`src/rtl/xpt_pkg.sv`:
```
package xpt_pkg;

    // Matrix geometry (the scrambled row map below assumes 16 rows)
    localparam int XPT_COLS  = 8;
    localparam int XPT_ROWS  = 16;
    localparam int XPT_COL_W = $clog2(XPT_COLS);
    localparam int XPT_ROW_W = $clog2(XPT_ROWS);
    localparam int XPT_CELLS = XPT_COLS * XPT_ROWS;
    localparam int XPT_IDX_W = $clog2(XPT_CELLS);

    // One sampled write request
    typedef struct packed {
        logic                 en;
        logic [XPT_ROW_W-1:0] row;
        logic [XPT_COL_W-1:0] col;
        logic                 data;
    } xpt_wr_req_t;

    // Map a row code to its physical row
    function automatic logic [XPT_ROW_W-1:0] xpt_phys_row(input logic [XPT_ROW_W-1:0] code);
        logic [XPT_ROW_W-1:0] r;
        if (code < XPT_ROW_W'(6))
            r = code;
        else if (code < XPT_ROW_W'(8))
            r = code + XPT_ROW_W'(6);
        else if (code < XPT_ROW_W'(14))
            r = code - XPT_ROW_W'(2);
        else
            r = code;
        return r;
    endfunction

    // Flat cell index from physical column and row
    function automatic logic [XPT_IDX_W-1:0] xpt_cell_idx(input logic [XPT_COL_W-1:0] col,
                                                          input logic [XPT_ROW_W-1:0] row);
        return {col, row};
    endfunction

endpackage

```
`src/rtl/xpt_addr_decode.sv`:
```
module xpt_addr_decode
    import xpt_pkg::*;
#(
    parameter int COLS  = XPT_COLS,
    parameter int ROWS  = XPT_ROWS,
    localparam int CELLS = COLS * ROWS
) (
    input  xpt_wr_req_t          req,
    output logic [XPT_ROW_W-1:0] prow,
    output logic [CELLS-1:0]     wen
);

    assign prow = xpt_phys_row(req.row);

    // One enable per cell: address match AND request enable
    for (genvar c = 0; c < COLS; c++) begin : g_col
        for (genvar r = 0; r < ROWS; r++) begin : g_row
            assign wen[c*ROWS + r] = req.en
                                   && (req.col == XPT_COL_W'(c))
                                   && (prow == XPT_ROW_W'(r));
        end
    end

endmodule

```
`src/rtl/xpt_cell_array.sv`:
```
module xpt_cell_array #(
    parameter int CELLS = xpt_pkg::XPT_CELLS
) (
    input  logic             clk,
    input  logic             rst,
    input  logic [CELLS-1:0] wen,
    input  logic             din,
    output logic [CELLS-1:0] q
);

    // Each cell: sync clear wins, then enabled load
    for (genvar i = 0; i < CELLS; i++) begin : g_cell
        always_ff @(posedge clk) begin
            if (rst)
                q[i] <= 1'b0;
            else if (wen[i])
                q[i] <= din;
        end
    end

endmodule

```
`src/rtl/xpt_switch_mem.sv`:
```
module xpt_switch_mem
    import xpt_pkg::*;
(
    input  logic                 clk,
    input  logic                 rst,
    input  logic                 cs,
    input  logic                 strobe,
    input  logic                 data,
    input  logic [XPT_ROW_W-1:0] row_code,
    input  logic [XPT_COL_W-1:0] col_code,
    output logic [XPT_CELLS-1:0] sw_state,
    output logic                 rd_state
);

    xpt_wr_req_t          req;
    logic [XPT_ROW_W-1:0] prow;
    logic [XPT_CELLS-1:0] wen;

    always_comb begin
        req.en   = cs && strobe && !rst;
        req.row  = row_code;
        req.col  = col_code;
        req.data = data;
    end

    xpt_addr_decode #(
        .COLS (XPT_COLS),
        .ROWS (XPT_ROWS)
    ) u_dec (
        .req  (req),
        .prow (prow),
        .wen  (wen)
    );

    xpt_cell_array #(
        .CELLS (XPT_CELLS)
    ) u_cells (
        .clk (clk),
        .rst (rst),
        .wen (wen),
        .din (req.data),
        .q   (sw_state)
    );

    // Read-back of the addressed cell
    assign rd_state = sw_state[xpt_cell_idx(col_code, prow)];

endmodule

```
`config.mk`:
```
export PLATFORM = sky130hd
export DESIGN_NAME = xpt_switch_mem
export DESIGN_NICKNAME = d
export VERILOG_FILES = /design/src/rtl/xpt_pkg.sv /design/src/rtl/xpt_addr_decode.sv /design/src/rtl/xpt_cell_array.sv /design/src/rtl/xpt_switch_mem.sv
export SDC_FILE = /design/constraint.sdc
export NUM_CORES = 1
export LEC_CHECK = 0
export BUFFER_PORTS_ARGS = -buffer_cell sky130_fd_sc_hd__buf_4
export CORE_AREA = 2 2 107 109
export DETAILED_ROUTE_END_ITERATION = 7
export DIE_AREA = 0 0 109 111
export GPL_TIMING_DRIVEN = 0
export PLACE_DENSITY = 0.83
export SLEW_MARGIN = 20
export SYNTH_ARGS = -nofsm -noshare
export SYNTH_HDL_FRONTEND = slang
export SYNTH_SLANG_ARGS = --single-unit
```
`constraint.sdc`:
```
create_clock -name clk -period 5 [get_ports clk]
set_input_delay 0.75 -clock clk [delete_from_list [all_inputs] [get_ports clk]]
set_output_delay 0.75 -clock clk [all_outputs]
set_load 0.005 [all_outputs]
```
Word level (Yosys, flattened, before mapping) --
Index checks and enable logic that the tools add are counted.
Operators by class: shift operators 0, equal/unequal tests 22, $lt $le $gt $ge 4, multiply operators 0, reduce and logical (&&, ||, !) cells 141, $add $sub $neg 2, muxes and demuxes 5, bitwise logic cells 0, div/mod/pow operators 0
Operators with widths (number):
- $logic_and A1 B1 Y1 | 138
- $eq A4 B4 Y1 const B | 8
- $eq A4 B3 Y1 const B | 4
- $eq A3 B3 Y1 const B | 4
- $mux W4 | 3
- $eq A4 B2 Y1 const B | 2
- $lt A4 B4 Y1 const B | 2
- $lt A7 B8 Y1 const B | 1
- $bmux W1 S7 | 1
- $eq A3 B2 Y1 const B | 2
- $add A4 B3 Y4 const B | 1
- $eq A4 B1 Y1 const B | 1
- $logic_not A4 Y1 | 1
- $lt A4 B3 Y1 const B | 1
- $sub A4 B2 Y4 const B | 1
- $eq A3 B1 Y1 const B | 1
- $logic_not A3 Y1 | 1
- $logic_not A1 Y1 | 1
- $mux W1 | 1
Word-level totals: memories kept 0, logic and storage cells 302, latch bits 0, memory bits (read-only) 0, output and inout bits 129, bits in registers 128, bits in writable memories 0

Longest topological paths before layout --
Gate-level depths: netlist of the first run.
depth after elaboration 6, gate-level depth with buffers 10, depth with buffers taken out 9

By module --
A second synthesis of the first run with hierarchy kept.
Unflattened totals: cell total of the unflattened synthesis 709, area, all modules 6703.9 µm²
Modules (own cells, without submodules):
- xpt_cell_array | cells each 412, seq. area each 2562.5 µm², times used 1, area each 4548.1 µm²
- xpt_switch_mem | cells each 88, seq. area each 0.0 µm², times used 1, area each 1131.1 µm²
- xpt_addr_decode | cells each 209, seq. area each 0.0 µm², times used 1, area each 1024.7 µm²

Worst setup path before layout of the first run --
No wires, ideal clock.
path kind input to output, start point input port row_code[1], end point output port rd_state, setup slack 1815 ps, cell stages on the path 9, data arrival time 2435 ps, cells stage by stage inv_1 -> ha_1 -> nor2b_1 -> o21a_2 -> nand2_1 -> o221ai_1 -> a211oi_1 -> a31o_2 -> a221oi_1
On the way: word-level cells in the longest chain between the ends 6
RTL lines:
- start, declared | line xpt_switch_mem.sv:9 | input logic [XPT_ROW_W-1:0] row_code,
- $sub A4 B2 Y4 or $lt A4 B4 Y1 (tied branches) | line xpt_pkg.sv:27, xpt_pkg.sv:26
- $mux W4 | line xpt_pkg.sv:26 | else if (code < XPT_ROW_W'(14))
- $mux W4 | line xpt_pkg.sv:24 | else if (code < XPT_ROW_W'(8))
- $mux W4 * | line xpt_pkg.sv:22 | if (code < XPT_ROW_W'(6))
- $bmux W1 S7 * | line xpt_switch_mem.sv:46 | assign rd_state = sw_state[xpt_cell_idx(col_code, prow)];
- $mux W1 (not written as such) * | line xpt_switch_mem.sv:46
- end, declared | line xpt_switch_mem.sv:12 | output logic rd_state
Every way passes the cells marked *; elsewhere a longest branch is shown, timed or not. The select of a mux whose other input is x is not followed.

Worst setup path after layout of the first run --
Same ends and word-level chain as after synthesis.

==> run metrics, run 1 <==
Fin Clk Skew=0 ps; nets=938; Port-buffer cells=137; Max-Cap Viols=0; Hold-fix buffers, CTS=0; leakage power total=2.859 nW; pwr/cell area=309.9 nW/um^2; simple-gate area share of the yosys netlist=0.1811; number of global-route vias before repair=6707; DRT antenna net count=0; final slew viol count=0; Final min period=4115 ps; CTS tree=done; layout cells sized above 1=0.2284; Startpoint Class=input port; final hold vios=0; RePlAce Congestion=0.9930; flop and latch count out of synthesis=128; Ports=141; row count=39; status=finished with violations; vias per cell=6.906; worst hold slack=489.6 ps; r2r worst-path depth=2; crit path from=row_code[1]; largest family of logic cells by synthesized area=compound AO/OA/AOI/OAI gates; Area Overhead vs Synth=29.15%; most frequent cells in the layout=141 x buf_4, 139 x a21oi_1, 138 x nand3_1; Top reg by flops=u_cells.q; Yosys Warn Count=0; net count after synthesis=781; Die Wd=109 um; initial antenna violation count=0; via count=7459; slew margin rel.=0.1878; Filler cells=879; Compound-Gate Fraction of Synth Area=0.2516; die area=12100 sq um; Regs by FF count=u_cells.q: 128 flops; H-tree depth=4; Worst R2R End=u_cells.q[116]; number of synthesized flops with an enable pin=0; Initial DRC Count=1582; largest net degree at the start of global routing=17; Top FF cell, synth=dfxtp_1; Worst Setup Path Type=input port to output port; post-route DRC violation count=1; adder-cell share of the synthesized area=0.004029; Hold Crit Class=register to register; failing checks=DRC; sequential share of the synthesized area=0.4126; total gr overflow=0; Largest stage delay, worst path=440 ps; worst-margin pin slew=1214 ps; post-synthesis xor/xnor area fraction=0.005842; Reg-to-Reg Start=u_cells.q[116]; GRT Util Overall=0.4184; R2R Setup Slk=4210 ps; most common library cell in the layout ignoring fill and taps=buf_4; clock root buffer=clkbuf_16; Mapped Area=6211 sq um; Starting Density=0.5607; post-synthesis mux area share=0.09750; Crit Path Max Fanout=7; Critical-path top delay cell=a221oi_1; cell family with most CP delay=compound AO/OA/AOI/OAI gates; fin crit share=0.8229; Unique masters post-synth=43; CP required=4250 ps; CP Capture Point=rd_state; PostCTS Resize Cnt=0; fmax=243.0 MHz; ys async rst share=0; clock tree sinks=128; Crit path depth=11; worst-case clock buffer depth=2; hpwl dp=16.91 mm; Max IR drop VDD=0.1900 mV; final setup fails=0; clock slew at reported path FFs=60 ps; Worst Path Arrival=3360 ps; core area=11080 sq um; unrepaired setup endpoints after global routing=false; Pwr Total=0.002486 W; routed length per instance=23.90 um; first-pass GRT wire length=37.40 mm; Post-Route WL=25.81 mm; max FFs per register=128; Worst-Skew Late Latency=420 ps; setup TNS=0 ps; most frequent cell on the critical path=buf_4; ANT cells=0; worst-path cell chain=buf_4 > inv_1 > ha_1 > nor2b_1 > o21a_2 > nand2_1 > o221ai_1 > a211oi_1 > a31o_2 > a221oi_1 > buf_4; die height=111 um; total CTS buffers=17; Pre-Repair DR Iteration Count=8; CP bufs+invs=3; CP endpoint kind=output port; Mapped Avg Cell Area=8.098 sq um; cell count after synthesis=767; setup bufs post-CTS=0
## per-layer routing
layer,track usage,up-vias,part of all wire
li1,-,3149,-
met1,0.5442,3357,0.34
met2,0.5892,765,0.42
met3,0.1399,188,0.16
met4,0.2658,0,0.071
met5,0,-,0
## power by group
group | switching [W] | internal (W) | leakage, nW
Combinational | 0.000176 | 0.0000522 | 1.56
Sequential | 0.000000726 | 0.00102 | 1.03
Clock | 0.000492 | 0.000745 | 0.267
Total | 0.000668 | 0.00182 | 2.86
## how the worst min path moves through the flow
| stage | start | end | slack (ps) | cells after the start |
|---|---|---|---|---|
| 4_1_cts | u_cells.q[97] | u_cells.q[97] | 490 | 2 |
| 2_1_floorplan | u_cells.q[73] | u_cells.q[73] | 480 | 2 |
| 3_5_place_dp | u_cells.q[87] | u_cells.q[87] | 490 | 2 |
| 6_report | u_cells.q[65] | u_cells.q[65] | 490 | 2 |
| 5_1_grt | u_cells.q[33] | u_cells.q[33] | 520 | 2 |
| 3_3_place_gp | u_cells.q[65] | u_cells.q[65] | 480 | 2 |
## through the flow
| stage | worst slack, ps | utilization | instance area (sq um) | cells |
|---|---|---|---|---|
| floorplan | 1815 | - | 6211 | 767 |
| global placement | 930.8 | 0.6697 | 7418 | 1047 |
| detailed placement | 969.2 | 0.6713 | 7436 | 1048 |
| CTS | 945.9 | 0.7237 | 8016 | 1080 |
| global route | 866.5 | 0.7242 | 8021 | 1080 |
| finish | 885.3 | 0.7242 | 8021 | 1080 |
## cell families after synthesis
logic type	count (synthesis)
compound gates	295
simple gates	240
flops	128
buf+inv	68
mux	32
xor+xnor	2
fa+ha+maj	2
## worst reg2reg max path: cells and delay by family (launching register included)
family | cells | cell delay [ps]
compound gates | 2 | 340
flops | 1 | 380
## final cells by class
type | instances | area [sq um] | area share
multi-input combinational | 571 | 3369 | 0.4201
sequential | 128 | 2562 | 0.3195
timing repair buffer | 138 | 1036 | 0.1292
buffer | 62 | 271.5 | 0.03385
tap | 143 | 178.9 | 0.02231
clock inverter | 13 | 137.6 | 0.01716
clock buffer | 19 | 442.9 | 0.05522
inverter | 6 | 22.52 | 0.002808
## cells in the mapped netlist, types with 3 or more instances
library cell	instances	share of area
inv_1	5	0.0030
a21oi_1	139	0.11
dfxtp_1	128	0.41
a211oi_1	3	0.0036
o2111ai_1	4	0.0056
and2_1	3	0.0030
nor2_1	27	0.016
nand3_1	138	0.11
nor2b_1	4	0.0040
mux2i_1	8	0.013
nor3_1	7	0.0056
mux4_2	20	0.073
a22oi_1	5	0.0060
clkbuf_1	47	0.028
buf_2	10	0.0081
nand2_1	53	0.032
o21ai_0	128	0.10
buf_4	3	0.0036
Power figures use the tool's default switching activity.
==> run 2: changes to the inputs <==
Settings changed: CORE_AREA 2 2 107 109 to 2 2 111 113, DIE_AREA 0 0 109 111 to 0 0 113 115, PLACE_DENSITY 0.83 to 0.78.
Clock period 5 ns to 4.3 ns, I/O delays scaled along.
==> run metrics, run 2 (synthesized netlist as in run 1, its figures left out) <==
DRT antenna net count=0; Area Overhead vs Synth=27.56%; Ports=141; Max IR drop VDD=0.2268 mV; slew margin rel.=0.1737; number of global-route vias before repair=6565; Filler cells=1044; final setup fails=0; fmax=260.5 MHz; initial antenna violation count=0; H-tree depth=4; first-pass GRT wire length=37.56 mm; Multi-input gate area=3369 sq um; PostCTS Resize Cnt=0; Top reg by flops=u_cells.q; worst-case clock buffer depth=2; hpwl dp=17.12 mm; Post-Route WL=25.69 mm; final instance area=7923 sq um; RePlAce Congestion=1.018; Die Wd=113 um; Worst Setup Path Type=input port to output port; CP endpoint kind=output port; Crit Path Max Fanout=7; row count=40; layout cells sized above 1=0.2229; fin util=0.6708; Final min period=3839 ps; die area=13000 sq um; Startpoint Class=input port; Starting Density=0.5258; fin crit share=0.8927; unrepaired setup endpoints after global routing=false; most frequent cells in the layout=140 x buf_4, 139 x a21oi_1, 138 x nand3_1; Port-buffer cells=137; largest net degree at the start of global routing=17; placed cell count=1051; Finished Layout Cells=1080; vias per cell=6.802; setup bufs post-CTS=0; pwr/cell area=340.5 nW/um^2; total CTS buffers=17; max FFs per register=128; final hold vios=0; GRT Util Overall=0.3862; final slew viol count=0; Fin Clk Skew=0 ps; leakage power total=2.830 nW; CTS tree=done; clock tree sinks=128; post-route DRC violation count=17; Pre-Repair DR Iteration Count=8; CP required=3650 ps; worst-margin pin slew=1235 ps; Regs by FF count=u_cells.q: 128 flops; Pwr Total=0.002697 W; Worst Path Arrival=3190 ps; clock root buffer=clkbuf_16; Register Area=2562 sq um; core area=11810 sq um; Hold-fix buffers, CTS=0; Placed Area=7438 sq um; status=finished with violations; Hold Crit Class=register to register; setup TNS=0 ps; failing checks=DRC; via count=7346; clock slew at reported path FFs=60 ps; total gr overflow=0; Initial DRC Count=1282; Max-Cap Viols=0; die height=115 um; routed length per instance=23.78 um; nets=937; most common library cell in the layout ignoring fill and taps=buf_4; ANT cells=0; Worst-Skew Late Latency=420 ps
-- run 2: cell count changes in the layout (fill, tap and decap cells not counted), sizes merged --
cell	change
clkinv	+4
clkinvlp	-5
bufinv	-2
inv	-1
clkbuf	+1
buf	-1
-- run 2: final timing paths --
check	startpoint	endpoint	slack, ps	cells after the start
worst min-delay path	u_cells.q[65]	u_cells.q[65]	490	2
worst max-delay path	row_code[1]	rd_state	460	11
worst min register to register	u_cells.q[65]	u_cells.q[65]	490	2
worst max register to register	u_cells.q[104]	u_cells.q[104]	3500	2
-- run 2: cell type report --
type,instances,share of cell area
flip-flops and latches,128,0.3234
inverters,6,0.002843
plain buffers,62,0.03427
repair buffers,137,0.1298
multi-input cells,571,0.4253
clock inverters,9,0.006001
well taps,147,0.02322
clock buffers,20,0.05512
-- run 2: critical path, stage by stage --
cell and delay, ps:
buf_4 120, inv_1 40, ha_1 350, nor2b_1 330, o21a_2 280, nand2_1 240, o221ai_1 250, a211oi_1 100
a31o_2 260, a221oi_1 390, buf_4 190
-- run 2: through the flow --
stage / setup slack, ps / hold WS, ps
after CTS: 548.8 / 493.4
after global placement: 374.3 / 479.4
final: 461.2 / 493.3
after global routing: 246.4 / 510.7
after floorplan: 1325 / 478.5
after detailed placement: 576.9 / 483.7
-- run 2: layer usage --
layer	wire length, um	up-vias	global-route usage
met3	4072	127	0.1091
met4	1550	0	0.2382
met2	10820	662	0.5541
li1	-	3159	-
met5	0	-	0
met1	9239	3398	0.5171
-- run 2: where the power goes --
part | total (W) | internal (W) | switching [W]
Combinational | 0.000265 | 0.0000602 | 0.000204
Sequential | 0.00119 | 0.00119 | 0.000000825
Clock | 0.00124 | 0.000715 | 0.000529
